File: src/rtl/tru_pkg.sv
package tru_pkg;
  typedef enum logic [1:0] {
    PRV_U = 2'b00,
    PRV_S = 2'b01,
    PRV_M = 2'b11
  } prv_e;

  typedef enum logic {
    FS_IDLE = 1'b0,
    FS_WAIT = 1'b1
  } fetch_st_e;
endpackage

File: src/rtl/tru_fetch.sv
module tru_fetch
  import tru_pkg::*;
#(
  parameter int unsigned XLEN = 32
) (
  input  logic            clk_i,
  input  logic            rst_ni,
  input  logic            start_i,
  input  logic [XLEN-1:0] addr_i,
  input  logic            ack_i,
  input  logic            err_i,
  input  logic [XLEN-1:0] data_i,
  output logic            req_o,
  output logic [XLEN-1:0] addr_o,
  output logic            busy_o,
  output logic            ok_o,
  output logic            err_o,
  output logic [XLEN-1:0] tgt_o
);
  localparam logic [XLEN-1:0] WORD_MASK = ~(XLEN'(3));
  localparam logic [XLEN-1:0] LSB_MASK  = ~(XLEN'(1));

  fetch_st_e       st_q;
  logic [XLEN-1:0] addr_q;

  always_ff @(posedge clk_i or negedge rst_ni) begin
    if (!rst_ni) begin
      st_q   <= FS_IDLE;
      addr_q <= '0;
    end else begin
      unique case (st_q)
        FS_IDLE: if (start_i) begin
          st_q   <= FS_WAIT;
          addr_q <= addr_i & WORD_MASK;
        end
        FS_WAIT: if (ack_i) st_q <= FS_IDLE;
        default: st_q <= FS_IDLE;
      endcase
    end
  end

  assign busy_o = (st_q == FS_WAIT);
  assign req_o  = busy_o;
  assign addr_o = addr_q;
  assign ok_o   = busy_o && ack_i && !err_i;
  assign err_o  = busy_o && ack_i && err_i;
  assign tgt_o  = data_i & LSB_MASK;
endmodule

File: src/rtl/tru_level.sv
module tru_level #(
  parameter int unsigned LVL_W = 8
) (
  input  logic             clk_i,
  input  logic             rst_ni,
  input  logic             restore_i,
  input  logic [LVL_W-1:0] restore_lvl_i,
  input  logic             take_i,
  input  logic [LVL_W-1:0] take_lvl_i,
  input  logic             nxti_we_i,
  input  logic [LVL_W-1:0] nxti_lvl_i,
  input  logic [LVL_W-1:0] thresh_i,
  input  logic [LVL_W-1:0] pil_i,
  output logic [LVL_W-1:0] lvl_o
);
  logic [LVL_W-1:0] lvl_q;
  logic [LVL_W-1:0] floor_lvl;
  logic             nxti_ok;

  // screen next-interrupt writes: raise needs threshold, lower must stay above floor
  always_comb begin
    floor_lvl = (thresh_i > pil_i) ? thresh_i : pil_i;
    if (nxti_lvl_i > lvl_q)      nxti_ok = (lvl_q == '0) || (nxti_lvl_i >= thresh_i);
    else if (nxti_lvl_i < lvl_q) nxti_ok = (nxti_lvl_i > floor_lvl);
    else                         nxti_ok = 1'b1;
  end

  always_ff @(posedge clk_i or negedge rst_ni) begin
    if (!rst_ni)                    lvl_q <= '0;
    else if (restore_i)             lvl_q <= restore_lvl_i;
    else if (take_i)                lvl_q <= take_lvl_i;
    else if (nxti_we_i && nxti_ok)  lvl_q <= nxti_lvl_i;
  end

  assign lvl_o = lvl_q;
endmodule

File: src/rtl/trap_return_unit.sv
module trap_return_unit
  import tru_pkg::*;
#(
  parameter int unsigned XLEN  = 32,
  parameter int unsigned LVL_W = 8
) (
  input  logic             clk_i,
  input  logic             rst_ni,
  input  logic             ret_i,
  input  logic [XLEN-1:0]  epc_i,
  input  logic [1:0]       pp_i,
  input  logic             pie_i,
  input  logic [LVL_W-1:0] pil_i,
  input  logic             inhv_i,
  input  logic             thr_we_i,
  input  logic [LVL_W-1:0] thr_wdata_i,
  input  logic             take_i,
  input  logic [LVL_W-1:0] take_lvl_i,
  input  logic             nxti_we_i,
  input  logic [LVL_W-1:0] nxti_lvl_i,
  output logic             fetch_req_o,
  output logic [XLEN-1:0]  fetch_addr_o,
  input  logic             fetch_ack_i,
  input  logic             fetch_err_i,
  input  logic [XLEN-1:0]  fetch_data_i,
  output logic [XLEN-1:0]  pc_o,
  output logic [1:0]       mode_o,
  output logic             mie_o,
  output logic             mpie_o,
  output logic [LVL_W-1:0] mil_o,
  output logic [LVL_W-1:0] thresh_o,
  output logic             done_o,
  output logic             fault_o
);
  logic             busy, f_ok, f_err;
  logic [XLEN-1:0]  f_tgt;
  logic             vec_sel, vec_start, plain_ret, restore;

  prv_e             sv_pp_q;
  logic             sv_pie_q;
  logic [LVL_W-1:0] sv_pil_q;

  prv_e             rs_pp;
  logic             rs_pie;
  logic [LVL_W-1:0] rs_pil;
  logic [XLEN-1:0]  rs_pc;

  logic [XLEN-1:0]  pc_q;
  prv_e             mode_q;
  logic             mie_q, mpie_q, done_q, fault_q;
  logic [LVL_W-1:0] thr_q;

  assign vec_sel   = inhv_i && (prv_e'(pp_i) != PRV_U);
  assign vec_start = ret_i && !busy && vec_sel;
  assign plain_ret = ret_i && !busy && !vec_sel;
  assign restore   = plain_ret || f_ok;

  tru_fetch #(.XLEN(XLEN)) u_fetch (
    .clk_i   (clk_i),
    .rst_ni  (rst_ni),
    .start_i (vec_start),
    .addr_i  (epc_i),
    .ack_i   (fetch_ack_i),
    .err_i   (fetch_err_i),
    .data_i  (fetch_data_i),
    .req_o   (fetch_req_o),
    .addr_o  (fetch_addr_o),
    .busy_o  (busy),
    .ok_o    (f_ok),
    .err_o   (f_err),
    .tgt_o   (f_tgt)
  );

  // saved fields frozen at strobe so CSR writes during the fetch cannot leak in
  always_ff @(posedge clk_i or negedge rst_ni) begin
    if (!rst_ni) begin
      sv_pp_q  <= PRV_M;
      sv_pie_q <= 1'b0;
      sv_pil_q <= '0;
    end else if (vec_start) begin
      sv_pp_q  <= prv_e'(pp_i);
      sv_pie_q <= pie_i;
      sv_pil_q <= pil_i;
    end
  end

  always_comb begin
    if (plain_ret) begin
      rs_pp  = prv_e'(pp_i);
      rs_pie = pie_i;
      rs_pil = pil_i;
      rs_pc  = epc_i;
    end else begin
      rs_pp  = sv_pp_q;
      rs_pie = sv_pie_q;
      rs_pil = sv_pil_q;
      rs_pc  = f_tgt;
    end
  end

  always_ff @(posedge clk_i or negedge rst_ni) begin
    if (!rst_ni) begin
      pc_q    <= '0;
      mode_q  <= PRV_M;
      mie_q   <= 1'b0;
      mpie_q  <= 1'b0;
      thr_q   <= '0;
      done_q  <= 1'b0;
      fault_q <= 1'b0;
    end else begin
      done_q  <= restore || f_err;
      fault_q <= f_err;
      if (restore) begin
        pc_q   <= rs_pc;
        mode_q <= rs_pp;
        mie_q  <= rs_pie;
        mpie_q <= 1'b1;
      end
      if (restore && rs_pp == PRV_U) thr_q <= '0;
      else if (thr_we_i)             thr_q <= thr_wdata_i;
    end
  end

  tru_level #(.LVL_W(LVL_W)) u_level (
    .clk_i         (clk_i),
    .rst_ni        (rst_ni),
    .restore_i     (restore),
    .restore_lvl_i (rs_pil),
    .take_i        (take_i),
    .take_lvl_i    (take_lvl_i),
    .nxti_we_i     (nxti_we_i),
    .nxti_lvl_i    (nxti_lvl_i),
    .thresh_i      (thr_q),
    .pil_i         (pil_i),
    .lvl_o         (mil_o)
  );

  assign pc_o     = pc_q;
  assign mode_o   = mode_q;
  assign mie_o    = mie_q;
  assign mpie_o   = mpie_q;
  assign thresh_o = thr_q;
  assign done_o   = done_q;
  assign fault_o  = fault_q;
endmodule

File: config.mk
export PLATFORM = sky130hd
export DESIGN_NAME = trap_return_unit
export DESIGN_NICKNAME = d
export VERILOG_FILES = /design/src/rtl/tru_pkg.sv /design/src/rtl/tru_fetch.sv /design/src/rtl/tru_level.sv /design/src/rtl/trap_return_unit.sv
export SDC_FILE = /design/constraint.sdc
export NUM_CORES = 1
export LEC_CHECK = 0
export ABC_CLOCK_PERIOD_IN_PS = 3800
export BUFFER_PORTS_ARGS = -buffer_cell sky130_fd_sc_hd__buf_2
export CAP_MARGIN = 5
export CORE_ASPECT_RATIO = 1.1
export CORE_MARGIN = 3
export CORE_UTILIZATION = 44
export DETAILED_ROUTE_END_ITERATION = 7
export HOLD_SLACK_MARGIN = 0.12
export PLACE_DENSITY = 0.88
export SLEW_MARGIN = 15
export SYNTH_ARGS = -nofsm -noshare
export SYNTH_HDL_FRONTEND = slang
export SYNTH_SLANG_ARGS = --single-unit
File: constraint.sdc
create_clock -name clk_i -period 3.8 [get_ports clk_i]
set_clock_uncertainty 0.05 [all_clocks]
set_input_delay 0.76 -clock clk_i [delete_from_list [all_inputs] [get_ports clk_i]]
set_output_delay 0.76 -clock clk_i [all_outputs]
set_load 0.01 [all_outputs]
==> reports/qor.yml, run 1 <==
status: "completed"
routedWlPerCell_um: 17.2
drtPass1Iterations: 4
ys_seq_area_frac: 0.491
clk_path_buf_depth: 2
postCtsHoldBufs: 0
dr_wl_met3_um: 846
mostFrequentLayoutCell: "buf_2"
relSlewSlack: 0.292
num_vias: 4297
core-area_um2: 10600
synthToLayoutAreaGrowth_pct: 31.1
h-tree-depth: 3
synth_flop_cell: "dfrtp_1"
antenna_left: 0
fmaxAchievable_ghz: 0.279
dieArea_um2: 12400
rsz0062_at_grt: "no"
via_per_inst: 5.42
clkSlewWorstSetupHoldPaths_ns: 0.07
end_kind: "flop"
insertion_delay_ns: 0.33
layout_common_cells: "buf_2, dfrtp_1, nand2_1"
timing_worst_setup_path_type: "in2reg"
drt_iter0_drc: 204
synth-edff-count: 0
powerDensity_nw_per_um2: 525
die_w_um: 107
ir_drop_uv: 250
ios: 195
hold_path_class: "reg2reg"
hold_violations: 0
gr-total-overflow: 0
clock-sinks: 96
cts_buffers: 9
fin_crit_sh: 0.943
cts_tree: "yes"
setup_slack_ns: 0.218
period_needed_ns: 3.58
grt_start_max_net_pins: 77
dpl.cell_count: 777
cts.root.buffer_cell: "clkbuf_16"
drc: 0
worstPathRequired_ns: 4.01
grt_use_total: 0.222
syn_area_per_cell_um2: 11.0
layout.nets: 785
synthCells: 447
wl_met1_mm: 5.47
cp-start-kind: "primary input"
row_count: 39
antenna_cells: 0
die_h_um: 117
synthArstFlopShare: 1.00
start_util: 0.461
crit_fanout: 8
nFillCells: 929
hold_ws_ns: 0.430
drive_above_1_share: 0.434
grt_pass1_wl_mm: 21.9
synth_cell_types: 46
drv_cap: 0
layoutNonFillerInstCount: 793
arrival_ns: 3.79
ff2ff_setup_slack_ns: 0.31
antenna_found_initial: 0
ys.warnings.count: 0
drt-total-wl_mm: 13.6
syn_area_um2: 4900
worst_path_largest_cell_delay_ns: 0.33
post_cts_buffers: 0
dr_wl_met2_mm: 6.98
crit_chain: "buf_2 -> inv_1 -> ha_1 -> nor2b_1 -> o21a_1 -> o21a_1 -> o21ai_1 -> a21oi_4 -> mux2i_1 -> ha_1 -> nor2b_1 -> o211ai_1 -> o2111a_1 -> o31ai_2 -> a311oi_4 -> buf_4 -> mux2i_1"
portBuffers: 191
tightest_slew_ns: 1.05
place_congestion: 0.898
cts_resized: 0
slew_violations: 0
synth-seq-cells: 96
leakage_uw: 0.00336
setup_viol: 0
grt_pass1_vias: 4454
dp.final_hpwl_mm: 10.4
cpMaxStageDelayCell: "a21oi_4"
top_layer_used: "met4"
dp_slack_ns: -0.101
power by group:
| part | internal (uW) | switching (uW) | total [uW] |
|---|---|---|---|
| Combinational | 471 | 539 | 1010 |
| Clock | 578 | 395 | 973 |
| Sequential | 1250 | 139 | 1390 |
layer usage:
layer / track usage / vias up
li1: - / 1978
met1: 0.263 / 2092
met2: 0.395 / 195
met3: 0.0481 / 32
met4: 0.0887 / 0
met5: 0 / -
through the flow:
step | util | power (uW) | TNS, ns | area (um2)
2_1_floorplan | - | 1970 | 0 | 4920
6_report | 0.604 | 3370 | 0 | 6420
5_1_grt | 0.604 | 3570 | 0 | 6420
3_3_place_gp | 0.574 | 2360 | -0.100 | 6100
4_1_cts | 0.604 | 3400 | 0 | 6420
3_5_place_dp | 0.574 | 2420 | -0.596 | 6100
area by class of cell:
cell class              instances  area, um2  area share
flip-flops and latches         96       2410       0.375
multi-input cells             306       2350       0.366
repair buffers                206       1070       0.167
clock buffers                   9        225      0.0351
well taps                     143        179      0.0278
inverters                      26       97.6      0.0152
clock inverters                 7       95.1      0.0148
cell usage after synthesis, types with 2 or more instances:
cell type | number | area (um2)
nor2_1 | 30 | 113
nand4_1 | 4 | 25.0
ha_1 | 32 | 400
o21ai_1 | 4 | 20.0
dfrtp_1 | 92 | 2300
mux2_2 | 41 | 462
a221oi_1 | 7 | 61.3
nand2_1 | 76 | 285
clkbuf_1 | 17 | 63.8
mux2i_1 | 30 | 300
a22oi_1 | 33 | 248
o21a_1 | 2 | 15.0
and3_1 | 3 | 18.8
o21ai_0 | 5 | 25.0
dfstp_2 | 4 | 105
o31ai_1 | 2 | 15.0
buf_4 | 2 | 15.0
a21o_1 | 3 | 22.5
a21oi_1 | 5 | 25.0
nor2b_1 | 4 | 25.0
inv_1 | 26 | 97.6
flip-flops by register name (all words and copies together) (netlist names):
signal          cells
done_o              1
fault_o             1
mie_o               1
mode_o              2
mpie_o              1
pc_o               32
sv_pie_q            1
sv_pil_q            8
sv_pp_q             2
thresh_o            8
u_fetch.addr_o     30
u_fetch.busy_o      1
u_level.lvl_o       8
worst max-delay path, delay by kind of cell:
kind                       cells  cell delay (ns)
AOI/OAI and AO/OA              8             1.40
adders and majority gates      2             0.55
buffers and inverters          3             0.36
muxes                          2             0.45
and+or+nand+nor                2             0.26
final timing paths:
path                        startpoint            endpoint  cells after the start
max                           pil_i[1]    u_level.lvl_o[7]                     17
min                           pc_o[27]            pc_o[27]                      2
max reg2reg                thresh_o[1]    u_level.lvl_o[7]                     15
min reg2reg                   pc_o[27]            pc_o[27]                      2
max in group asynchronous       rst_ni  u_fetch.addr_o[29]                      2
min in group asynchronous       rst_ni  u_fetch.addr_o[31]                      1
kinds of logic (layout without fill, tap and decap cells):
| group | count (synthesis) | in the layout | synth area share |
|---|---|---|---|
| buffers and inverters | 46 | 248 | 0.0368 |
| AO/OA/AOI/OAI | 73 | 73 | 0.118 |
| other | 1 | 2 | 0.000765 |
| AND/OR/NAND/NOR | 126 | 126 | 0.111 |
| flip-flops | 96 | 96 | 0.491 |
| adder cells (fa/ha/maj) | 32 | 32 | 0.0817 |
| multiplexers | 73 | 73 | 0.161 |
Note: power is estimated with default switching activity, not from simulation.
==> inputs of run 2 (changes only) <==
Settings changed: ABC_AREA set to 1, CORE_UTILIZATION 44 to 45, PLACE_DENSITY 0.88 to 0.89.
==> reports/qor.yml, run 2 <==
cts.root.buffer_cell: "clkbuf_16"
ys_seq_area_frac: 0.472
period_needed_ns: 3.13
routedWlPerCell_um: 14.6
powerDensity_nw_per_um2: 490
drive_above_1_share: 0.333
synthToLayoutAreaGrowth_pct: 26.3
dieArea_um2: 12700
layout.nets: 906
tightest_slew_ns: 0.997
drc: 0
place_congestion: 0.834
largest_reg_flops: 32
yosys-top-cells-count: "nand2_1, dfrtp_1, inv_1"
crit_fanout: 16
fin_crit_sh: 0.824
drt_iter0_drc: 325
timing_worst_setup_path_type: "in2reg"
antenna_cells: 0
ff2ff_path_depth: 17
worstPathRequired_ns: 4.02
synth-edff-count: 0
row_count: 40
synthArstFlopShare: 1.00
cp-start-kind: "primary input"
layoutNonFillerInstCount: 918
relSlewSlack: 0.335
postCtsHoldBufs: 0
crit_chain: "buf_2 -> inv_1 -> ha_1 -> nand2_1 -> nor2_1 -> nand3_1 -> o21ai_2 -> o21ai_0 -> ha_1 -> nand2_1 -> nor2_1 -> nand2_1 -> nand2_1 -> nand2_1 -> nand2_1 -> nand3_4 -> nand2_4 -> nand2_1 -> nand2_1"
insertion_delay_ns: 0.34
arrival_ns: 3.35
pwr-share-comb: 0.301
synth_cell_types: 34
grt_pass1_wl_mm: 21.7
cts_tree: "yes"
die_h_um: 118
h-tree-depth: 3
mostFrequentLayoutCell: "buf_2"
p_clk_frac: 0.267
core-area_um2: 11000
clk_path_buf_depth: 2
post_cts_buffers: 0
hold_ws_ns: 0.426
worst_path_largest_cell_delay_ns: 0.42
dp.final_hpwl_mm: 10.1
slew_violations: 0
start_util: 0.463
clock-sinks: 96
setup_viol: 0
clkSlewWorstSetupHoldPaths_ns: 0.07
grt_start_max_net_pins: 79
status: "completed"
rsz0062_at_grt: "no"
cts_resized: 0
end_kind: "flop"
synth_area_leaders: "dfrtp_1, nand2_1, ha_1"
cpMaxStageDelayCell: "o21ai_2"
ys.warnings.count: 0
portBuffers: 191
syn_area_per_cell_um2: 8.76
yosysMostFrequentCell: "nand2_1"
cts_buffers: 9
hold_violations: 0
seqPwrFrac: 0.432
ir_drop_uv: 209
ios: 195
synth-seq-cells: 96
synth_flop_cell: "dfrtp_1"
grt_use_total: 0.213
antenna_found_initial: 0
antenna_left: 0
die_w_um: 108
leakage_uw: 0.00351
num_vias: 4639
drv_cap: 0
syn_area_um2: 5100
fmaxAchievable_ghz: 0.320
power_switching_uw: 1070
path_common_cell: "nand2_1"
gr-total-overflow: 0
layout_common_cells: "buf_2, nand2_1, dfrtp_1"
hold_path_class: "reg2reg"
p_sw_frac: 0.340
via_per_inst: 5.05
synth_top_cell_area_share: 0.451
hold_depth: 2
drt-total-wl_mm: 13.4
drtPass1Iterations: 4
setup_tns_ns: 0
grt_pass1_vias: 4471
synthCells: 582
dpl.cell_count: 902
internal_power_uw: 2080
synth_largest_area_cell: "dfrtp_1"
run 2: routing by layer:
| metal | vias up | GRT usage | part of all wire |
|---|---|---|---|
| met5 | - | 0 | 0 |
| met4 | 0 | 0.0742 | 0.022 |
| met3 | 23 | 0.0351 | 0.059 |
| met2 | 159 | 0.370 | 0.51 |
| met1 | 2193 | 0.265 | 0.41 |
| li1 | 2264 | - | - |
run 2: final timing paths:
kind / start / to / slack, ns
setup / recovery: pil_i[7] / u_level.lvl_o[4] / 0.67
hold / removal: pc_o[26] / pc_o[26] / 0.43
setup reg to reg: thresh_o[7] / u_level.lvl_o[4] / 0.84
hold reg to reg: pc_o[26] / pc_o[26] / 0.43
max in group asynchronous: rst_ni / u_fetch.addr_o[28] / 2.32
min in group asynchronous: rst_ni / u_fetch.addr_o[5] / 0.55
run 2: final cells by class:
type / count / area (um2)
clock buffer: 9 / 225
clock inverter: 7 / 53.8
fill: 995 / 4570
inverter: 66 / 253
multi-input combinational: 397 / 2310
sequential: 96 / 2410
tap: 147 / 184
timing repair buffer: 196 / 1010
run 2: logic make-up after synthesis:
family,after synthesis,synth area share
buffers and inverters,90,0.0760
multiplexers,19,0.0412
adder cells (fa/ha/maj),32,0.0785
other,1,0.000735
AO/OA/AOI/OAI,97,0.122
flip-flops,96,0.472
AND/OR/NAND/NOR,247,0.210
run 2: power groups by stage:
| stage | Clock (uW) | Combinational, uW | Sequential (uW) |
|---|---|---|---|
| final | 843 | 950 | 1360 |
| after global routing | 913 | 1070 | 1390 |
| after CTS | 865 | 963 | 1360 |
| after detailed placement | 0 | 959 | 1380 |
| after floorplan | 0 | 471 | 1460 |
| after global placement | 0 | 927 | 1370 |
run 2: per-stage QoR:
stage | instance area, um2 | total power (uW) | util | worst slack, ns
6_report | 6440 | 3160 | 0.585 | 0.670
5_1_grt | 6440 | 3370 | 0.585 | 0.348
4_1_cts | 6440 | 3190 | 0.585 | 0.709
3_5_place_dp | 6160 | 2340 | 0.560 | 0.364
3_3_place_gp | 6160 | 2300 | 0.560 | 0.400
2_1_floorplan | 5100 | 1930 | - | 0.805
run 2: critical path, delay by kind of cell:
family	cells	cell delay [ns]
and+or+nand+nor	13	1.24
adders and majority gates	2	0.62
AOI/OAI and AO/OA	2	0.58
buffers and inverters	2	0.14
==> inputs of run 3 (changes only) <==
Settings changed: ABC_AREA 1 to 0, ABC_CLOCK_PERIOD_IN_PS 3800 to 2800, CORE_UTILIZATION 45 to 44, PLACE_DENSITY 0.89 to 0.88.
Clock period 3.8 ns to 2.8 ns, I/O delays scaled along.
==> reports/qor.yml, run 3 (same netlist as run 1, synthesis figures left out) <==
cp-start-kind: "primary input"
gr-total-overflow: 0
rsz0062_at_grt: "yes"
fmaxAchievable_ghz: 0.297
start_util: 0.461
hold_path_class: "in2async"
period_needed_ns: 3.37
p_clk_frac: 0.255
num_vias: 4294
cpMaxStageDelayCell: "a311oi_4"
place_area_um2: 6270
grt_pass1_vias: 4694
timing_worst_setup_path_type: "in2reg"
arrival_ns: 3.57
path_common_cell: "mux2i_1"
multi_input_comb_area_um2: 2380
clock-sinks: 96
layout.nets: 802
drtPass1Iterations: 4
power_switching_uw: 1460
clk_path_buf_depth: 2
place_congestion: 0.936
crit_chain: "buf_2 -> inv_12 -> ha_4 -> buf_4 -> and3_1 -> nand4_1 -> o21ai_2 -> a21oi_4 -> mux2i_1 -> ha_1 -> nor2b_1 -> o211ai_1 -> o2111a_1 -> o31ai_2 -> a311oi_4 -> buf_6 -> mux2i_1"
finish.utilization: 0.619
stdcell_area_um2: 6580
portBuffers: 191
setup_slack_ns: -0.570
clkSlewWorstSetupHoldPaths_ns: 0.07
via_per_inst: 5.31
grt_start_max_net_pins: 56
die_w_um: 107
drt_iter0_drc: 266
internal_power_uw: 3010
worst_path_largest_cell_delay_ns: 0.28
synthToLayoutAreaGrowth_pct: 34.2
cts_tree: "yes"
dieArea_um2: 12400
dp.final_hpwl_mm: 10.8
crit_fanout: 7
powerDensity_nw_per_um2: 680
seqPwrFrac: 0.418
worstPathRequired_ns: 3.00
slew_violations: 0
tightest_slew_ns: 0.757
layout_common_cells: "buf_2, dfrtp_1, nand2_1"
cts.root.buffer_cell: "clkbuf_16"
fin_crit_sh: 1.20
total_power_uw: 4470
drive_above_1_share: 0.458
pwr-share-comb: 0.327
setup_viol: 8
largest_reg_flops: 32
drv_cap: 0
die_h_um: 117
grt_pass1_wl_mm: 22.6
status: "finished, violations left"
postCtsHoldBufs: 0
relSlewSlack: 0.495
core-area_um2: 10600
antenna_left: 0
row_count: 39
mostFrequentLayoutCell: "buf_2"
antenna_cells: 0
antenna_found_initial: 0
end_kind: "flop"
drc: 0
routedWlPerCell_um: 17.2
p_sw_frac: 0.326
violations: "negative setup slack"
insertion_delay_ns: 0.33
grt_use_total: 0.230
hold_violations: 0
drt-total-wl_mm: 13.9
regArea_um2: 2410
ir_drop_uv: 326
leakage_uw: 0.00345
nFillCells: 928
ios: 195
cts_buffers: 9
h-tree-depth: 3
run 3: changes by cell type in the layout (fill, tap and decap cells not counted), moves of 8 or more:
cell      change
buf_4        +25
o211ai_1     -25
o21ai_0      -37
inv_1        -38
a22oi_1      +33
o21ai_2       -8
nand2_1     -109
nand3_1      -29
mux2_2       +25
mux2i_1      +27
run 3: worst max-delay path, delay by kind of cell:
| family | cells | cell delay (ns) |
|---|---|---|
| and+or+nand+nor | 3 | 0.42 |
| AOI/OAI and AO/OA | 6 | 1.10 |
| muxes | 2 | 0.46 |
| buffers and inverters | 4 | 0.53 |
| adders and majority gates | 2 | 0.49 |
run 3: layer usage:
layer | global-route usage | share of wire | vias up
met4 | 0.0904 | 0.023 | 0
met3 | 0.0503 | 0.074 | 30
li1 | - | - | 2006
met2 | 0.426 | 0.53 | 172
met1 | 0.259 | 0.38 | 2086
met5 | 0 | 0 | -
run 3: power by group through the flow:
stage	clock (uW)	sequential (uW)	combinational [uW]
floorplan	0	2010	673
global placement	0	1870	1380
detailed placement	0	1890	1450
CTS	1170	1870	1470
global route	1230	1910	1610
finish	1140	1870	1460
run 3: area by class of cell:
| cell class | instances | area share |
|---|---|---|
| sequential | 96 | 0.366 |
| multi-input combinational | 306 | 0.362 |
| tap | 143 | 0.0272 |
| clock buffer | 10 | 0.0363 |
| timing repair buffer | 223 | 0.187 |
| clock inverter | 5 | 0.00494 |
| inverter | 26 | 0.0167 |
run 3: final timing paths:
check | startpoint | endpoint | slack, ns | depth (start not counted)
min in group clk_i | epc_i[0] | pc_o[0] | 0.38 | 3
min | rst_ni | pc_o[5] | 0.23 | 1
max in group asynchronous | rst_ni | pc_o[29] | 1.79 | 2
max | pil_i[1] | u_level.lvl_o[1] | -0.57 | 17
min reg2reg | mpie_o | mpie_o | 0.42 | 1
max reg2reg | thresh_o[1] | u_level.lvl_o[1] | -0.55 | 15
run 3: through the flow:
| stage | std cells | worst slack (ns) | hold WS, ns | setup TNS, ns |
|---|---|---|---|---|
| after global placement | 790 | -0.800 | 0.404 | -6.34 |
| after floorplan | 448 | -0.686 | 0.214 | -4.40 |
| final | 809 | -0.570 | 0.229 | -4.36 |
| after detailed placement | 790 | -0.963 | 0.406 | -7.48 |
| after CTS | 808 | -0.539 | 0.253 | -4.09 |
| after global routing | 809 | -0.663 | 0.277 | -5.14 |
run 3: timing repair:
action                                  4_1_cts  5_1_grt
resized for setup                             2        1
endpoints found under the setup margin        8        8
pin swaps                                     2        3
hold endpoints to repair                      0        0
setup buffers                                 3        1
